### src/rtl/pulse_rx_pkg.sv
package pulse_rx_pkg;
  typedef enum logic [1:0] {
    ST_IDLE = 2'd0,
    ST_WAIT = 2'd1,
    ST_CAP  = 2'd2,
    ST_DONE = 2'd3
  } rx_state_e;
endpackage

### src/rtl/pulse_rx_sync.sv
module pulse_rx_sync (
  input  logic clk_i,
  input  logic rst_ni,
  input  logic d_i,
  output logic q_o
);
  logic [1:0] ff_q;
  always_ff @(posedge clk_i or negedge rst_ni) begin
    if (!rst_ni) ff_q <= '0;
    else         ff_q <= {ff_q[0], d_i};
  end
  assign q_o = ff_q[1];
endmodule

### src/rtl/pulse_rx_slot_timer.sv
module pulse_rx_slot_timer #(
  parameter int SLOT_CYC   = 80,
  parameter int SAMPLE_OFS = 10,
  parameter int IDX_W      = 5
) (
  input  logic             clk_i,
  input  logic             rst_ni,
  input  logic             start_i,
  input  logic             run_i,
  output logic [IDX_W-1:0] idx_o,
  output logic             samp_o
);
  localparam int CYC_W = (SLOT_CYC > 2) ? $clog2(SLOT_CYC) : 1;
  localparam logic [CYC_W-1:0] CYC_LAST = CYC_W'(SLOT_CYC - 1);
  localparam logic [CYC_W-1:0] CYC_SAMP = CYC_W'(SAMPLE_OFS);

  logic [CYC_W-1:0] cyc_q;
  logic [IDX_W-1:0] idx_q;

  always_ff @(posedge clk_i or negedge rst_ni) begin
    if (!rst_ni) begin
      cyc_q <= '0;
      idx_q <= '0;
    end else if (start_i) begin
      // start edge is cycle 0 of slot 0
      cyc_q <= CYC_W'(1);
      idx_q <= '0;
    end else if (run_i) begin
      if (cyc_q == CYC_LAST) begin
        cyc_q <= '0;
        idx_q <= idx_q + 1'b1;
      end else begin
        cyc_q <= cyc_q + 1'b1;
      end
    end
  end

  assign idx_o  = idx_q;
  assign samp_o = run_i && (cyc_q == CYC_SAMP) && (idx_q != '0);

  AST_CYC_RANGE: assert property (@(posedge clk_i) disable iff (!rst_ni)
    cyc_q <= CYC_LAST);
endmodule

### src/rtl/pulse_rx_cmp.sv
module pulse_rx_cmp #(
  parameter int MAX_BITS   = 30,
  parameter int SLOT_CYC   = 80,
  parameter int SAMPLE_OFS = 10,
  parameter int TMO_CYC    = 20000,
  localparam int LEN_W     = $clog2(MAX_BITS + 1)
) (
  input  logic                clk_i,
  input  logic                rst_ni,
  input  logic                pulse_i,
  input  logic                arm_i,
  input  logic [MAX_BITS-1:0] exp_pat_i,
  input  logic [LEN_W-1:0]    len_i,
  output logic [MAX_BITS-1:0] pat_o,
  output logic                valid_o,
  output logic                match_o,
  output logic                timeout_o
);
  import pulse_rx_pkg::*;

  localparam int TMO_W = $clog2(TMO_CYC + 1);
  localparam logic [TMO_W-1:0] TMO_LAST = TMO_W'(TMO_CYC - 1);

  rx_state_e          state_q;
  logic               line_s, line_prev_q, rise;
  logic [MAX_BITS-1:0] pat_q, exp_q, len_mask;
  logic [LEN_W-1:0]   len_q, idx;
  logic [TMO_W-1:0]   tmo_q;
  logic               tmo_flag_q, samp, start;

  pulse_rx_sync u_sync (
    .clk_i(clk_i), .rst_ni(rst_ni), .d_i(pulse_i), .q_o(line_s)
  );

  always_ff @(posedge clk_i or negedge rst_ni) begin
    if (!rst_ni) line_prev_q <= 1'b0;
    else         line_prev_q <= line_s;
  end

  assign rise  = line_s && !line_prev_q;
  assign start = (state_q == ST_WAIT) && rise;

  pulse_rx_slot_timer #(
    .SLOT_CYC(SLOT_CYC), .SAMPLE_OFS(SAMPLE_OFS), .IDX_W(LEN_W)
  ) u_timer (
    .clk_i(clk_i), .rst_ni(rst_ni), .start_i(start),
    .run_i(state_q == ST_CAP), .idx_o(idx), .samp_o(samp)
  );

  always_comb begin
    for (int i = 0; i < MAX_BITS; i++) len_mask[i] = (i < int'(len_q));
  end

  always_ff @(posedge clk_i or negedge rst_ni) begin
    if (!rst_ni) begin
      state_q    <= ST_IDLE;
      pat_q      <= '0;
      exp_q      <= '0;
      len_q      <= '0;
      tmo_q      <= '0;
      tmo_flag_q <= 1'b0;
    end else begin
      case (state_q)
        ST_IDLE: if (arm_i) begin
          state_q    <= ST_WAIT;
          pat_q      <= '0;
          exp_q      <= exp_pat_i;
          len_q      <= len_i;
          tmo_q      <= '0;
          tmo_flag_q <= 1'b0;
        end
        ST_WAIT: begin
          if (rise) begin
            pat_q[0] <= 1'b1;
            state_q  <= (len_q <= LEN_W'(1)) ? ST_DONE : ST_CAP;
          end else if (tmo_q == TMO_LAST) begin
            tmo_flag_q <= 1'b1;
            state_q    <= ST_DONE;
          end else begin
            tmo_q <= tmo_q + 1'b1;
          end
        end
        ST_CAP: if (samp) begin
          pat_q[idx] <= line_s;
          if (idx == len_q - 1'b1) state_q <= ST_DONE;
        end
        default: state_q <= ST_IDLE;
      endcase
    end
  end

  always_ff @(posedge clk_i or negedge rst_ni) begin
    if (!rst_ni) begin
      valid_o   <= 1'b0;
      match_o   <= 1'b0;
      timeout_o <= 1'b0;
      pat_o     <= '0;
    end else begin
      valid_o <= (state_q == ST_DONE);
      if (state_q == ST_DONE) begin
        pat_o     <= pat_q;
        timeout_o <= tmo_flag_q;
        match_o   <= !tmo_flag_q && (((pat_q ^ exp_q) & len_mask) == '0);
      end
    end
  end

  AST_VALID_ONE_CYCLE: assert property (@(posedge clk_i) disable iff (!rst_ni)
    valid_o |=> !valid_o);
  AST_TMO_NO_MATCH: assert property (@(posedge clk_i) disable iff (!rst_ni)
    (valid_o && timeout_o) |-> (!match_o && pat_o == '0));
  AST_SLOT0_ONE: assert property (@(posedge clk_i) disable iff (!rst_ni)
    (valid_o && !timeout_o) |-> pat_o[0]);
  AST_CAP_NO_REARM: assert property (@(posedge clk_i) disable iff (!rst_ni)
    (state_q == ST_CAP) |=> (state_q == ST_CAP || state_q == ST_DONE));
  AST_WAIT_NO_REARM: assert property (@(posedge clk_i) disable iff (!rst_ni)
    (state_q == ST_WAIT && arm_i && !rise && tmo_q != '0) |=> $stable(len_q));
  AST_IDX_RANGE: assert property (@(posedge clk_i) disable iff (!rst_ni)
    (state_q == ST_CAP) |-> (idx < len_q));
  AST_STABLE_RESULT: assert property (@(posedge clk_i) disable iff (!rst_ni)
    !valid_o |-> $stable(pat_o) || $past(state_q) == ST_DONE);
endmodule

### config.mk
export PLATFORM = sky130hd
export DESIGN_NAME = pulse_rx_cmp
export DESIGN_NICKNAME = d
export VERILOG_FILES = /design/src/rtl/pulse_rx_pkg.sv /design/src/rtl/pulse_rx_sync.sv /design/src/rtl/pulse_rx_slot_timer.sv /design/src/rtl/pulse_rx_cmp.sv
export SDC_FILE = /design/constraint.sdc
export NUM_CORES = 1
export LEC_CHECK = 0
export ABC_AREA = 1
export ABC_CLOCK_PERIOD_IN_PS = 2300
export BUFFER_PORTS_ARGS = -buffer_cell sky130_fd_sc_hd__buf_2
export CORE_ASPECT_RATIO = 1.1
export CORE_MARGIN = 2
export CORE_UTILIZATION = 55
export DETAILED_ROUTE_END_ITERATION = 16
export HOLD_SLACK_MARGIN = 0.06
export PLACE_DENSITY = 0.75
export SLEW_MARGIN = 20
export SYNTH_ARGS = -nofsm -noshare
export SYNTH_HDL_FRONTEND = slang
export SYNTH_SLANG_ARGS = --single-unit
### constraint.sdc
create_clock -name clk_i -period 2.3 [get_ports clk_i]
set_input_delay 0.115 -clock clk_i [delete_from_list [all_inputs] [get_ports clk_i]]
set_output_delay 0.115 -clock clk_i [all_outputs]
set_load 0.05 [all_outputs]
==> qor.csv <==
metric;value;unit
routed_wl;17900;um
post_cts_resized;0;
leakagePower;4.46;nW
cts_setup_buffers;0;
final_max_slew_viol_count;0;
drc;0;
track_usage;27.9;%
fillers;1085;
power_density;1090;mW/mm2
layout.nets;1094;
drv_cap;0;
cp_max_fo;29;
fin_hold_ws;0.0925;ns
port_buffers;71;
cts-root-buf;clkbuf_16;
outcome;finished clean;
gr-total-overflow;0;
sw_frac_of_total;40.9;%
num_antenna_cells;0;
core_area;0.0125;mm2
via_per_inst;5.26;
vias;6358;
yosysWarnings;0;
crit_arrival;2.45;ns
insertion_delay;0.42;ns
slowest_delay;0.40;ns
startpoint_type;flop;
dr.first_iter.drc_count;616;
initial_core_util;55.8;%
clock_sinks;131;
skew;0.00449;ns
grt_max_degree;57;
cts_buffer_depth;2;
intPower;5.40;mW
cts_tree;yes;
die-area;0.0136;mm2
tightest_slew;0.712;ns
syn-cell-area;0.00696;mm2
postSynthNetCount;983;
gp_congestion;0.927;
timing.final.crit_share;90.6;%
slew_headroom;52.5;%
avgRoutedWirePerCell;14.8;um
ant_nets;0;
setup_tns;0;ns
dieWidth;111;um
hold_violations;0;
cpMaxStageDelayCell;dfrtp_1;
endpoint_kind;flop;
cts_made_buffers;17;
critical_path.cell_chain;inv_1 > ha_1 > nand2_2 > nor2_2 > nand3_2 > o21ai_4 > nand2_4 > nor3_2 > buf_12 > nand2_1 > nand2_1;
power;9.13;mW
hp-start;arm_i;
synthToLayoutAreaGrowth;20.7;%
combPwrFrac;38.7;%
startpoint;state_q[0];
core.rowCount;43;
ff2ff_path_depth;11;
worstReg2RegStart;state_q[0];
grt_pass1_wl;30100;um
hold_path.class;in -> reg;
yosysSeqAreaShare;47.1;%
clkSlewWorstSetupHoldPaths;0.05;ns
post_synth.cell_area_avg;7.47;um2
fin_crit;2.08;ns
p_clk_share;26.8;%
path_class;reg -> reg;
htreeDepth;4;
grt_pass1_vias;6131;
dp_hpwl;12200;um
ioPinCount;72;
ys.flop_type;dfrtp_1;
worstHoldPathCells;4;
rsz0062_at_grt;no;
die_h;122;um
seqPwrFrac;34.5;%
required;2.66;ns
synth_edf_count;0;
synth_cells;931;
cp_common_cell;nand2_1;
p_switching;3.73;mW
fmax;0.480;GHz
ys_ff_latch;131;
setup_viol;0;
drt-pass1-iter-count;5;
vdd_ir_drop_max;0.000806;V
antenna_found_initial;0;
utilization;67.3;%
yosysUniqueCellTypes;39;
drive_gt1_share;12.6;%
async_flop_share;100;%
[sequential cells by signal, indices dropped and copies added, names as in the netlist]
register / cells
exp_q: 30
len_q: 5
line_prev_q: 1
match_o: 1
pat_o: 30
pat_q: 30
state_q: 2
timeout_o: 1
tmo_flag_q: 1
tmo_q: 15
u_sync.ff_q: 2
u_timer.cyc_q: 7
u_timer.idx_o: 5
valid_o: 1
[what timing repair did]
item,4_1_cts,5_1_grt
endpoints found under the setup margin,0,0
hold buffers,37,0
hold endpoints to repair,90,0
[Yosys cell counts, drive strengths merged (2+ instances only)]
cell type / n / area, um2
nand2: 372 / 1410
dfrtp: 131 / 3280
nor2: 99 / 387
inv: 68 / 255
o21ai: 61 / 320
nand3: 55 / 285
xor2: 26 / 228
clkbuf: 19 / 71.3
nor3: 18 / 106
o211ai: 16 / 120
a21oi: 14 / 70.1
buf: 14 / 91.3
ha: 13 / 163
nand4: 7 / 43.8
xnor2: 6 / 52.6
clkinv: 2 / 7.51
nand3b: 2 / 15.0
o22ai: 2 / 12.5
[cell families (layout without fill, tap and decap cells)]
group / after synthesis / after routing / synth area share, %
AND/OR/NAND/NOR: 555 / 555 / 32.5
XOR/XNOR: 32 / 32 / 4.03
adder cells (fa/ha/maj): 13 / 13 / 2.34
buffers and inverters: 103 / 224 / 6.11
AO/OA/AOI/OAI: 97 / 97 / 7.97
flip-flops: 131 / 131 / 47.1
[power groups by stage]
stage | Clock, mW | Combinational [mW] | Sequential (mW)
global placement | 0 | 3.40 | 3.16
CTS | 2.48 | 3.52 | 3.14
detailed placement | 0 | 3.44 | 3.17
floorplan | 0 | 2.48 | 3.16
global route | 2.60 | 3.99 | 3.20
finish | 2.44 | 3.54 | 3.15
[worst paths after layout]
kind | to | slack, ns
setup / recovery | pat_q[6] | 0.22
hold / removal | tmo_flag_q | 0.09
setup reg to reg | pat_q[6] | 0.22
hold reg to reg | u_sync.ff_q[1] | 0.35
max in group asynchronous | len_q[3] | 1.36
min in group asynchronous | pat_o[4] | 0.22
[cell usage in the layout (no fill, tap or decap), types with 3 or more instances in the layout]
master           n
dfrtp_1        131
buf_4           15
dlygate4sd3_1   37
inv_1           63
o21ai_1          8
clkbuf_16       17
buf_2           70
inv_2            5
o211ai_1        16
nor2_1          95
nor3_1          16
clkinv_2         4
xnor2_1          6
nor2_2           3
clkbuf_1         4
o21ai_0         51
a21oi_1         14
ha_1            13
nand4_1          7
xor2_1          26
nand2_1        369
nand3_1         53
[per-layer routing]
metal / part of all wire [%] / global-route usage (%) / up-vias
met4: 2.0 / 9.95 / 0
met5: 0 / 0 / -
met3: 5.1 / 5.37 / 27
met2: 49 / 45.8 / 187
met1: 44 / 37.5 / 2978
li1: - / - / 3166
[critical path, delay by kind of cell (launching register included)]
family | cells | cell delay (ns)
flip-flops | 1 | 0.40
AO/OA/AOI/OAI | 1 | 0.11
adder cells (fa/ha/maj) | 1 | 0.37
AND/OR/NAND/NOR | 7 | 0.82
buffers and inverters | 2 | 0.30
[layout make-up]
class	instances	area (um2)	share of cell area [%]
clock inverters	6	57.6	0.685
inverters	70	263	3.13
multi-input cells	697	3260	38.7
clock buffers	23	468	5.57
well taps	157	196	2.34
repair buffers	125	885	10.5
flip-flops and latches	131	3280	39.0
[stage by stage]
| step | instances | instance area (um2) | setup WS (ns) |
|---|---|---|---|
| after floorplan | 931 | 6960 | 0.536 |
| after global placement | 1143 | 7510 | 0.290 |
| after detailed placement | 1143 | 7510 | 0.243 |
| after CTS | 1209 | 8400 | 0.209 |
| after global routing | 1209 | 8400 | 0.00176 |
| final | 1209 | 8400 | 0.215 |
Note: power is estimated with default switching activity, not from simulation.
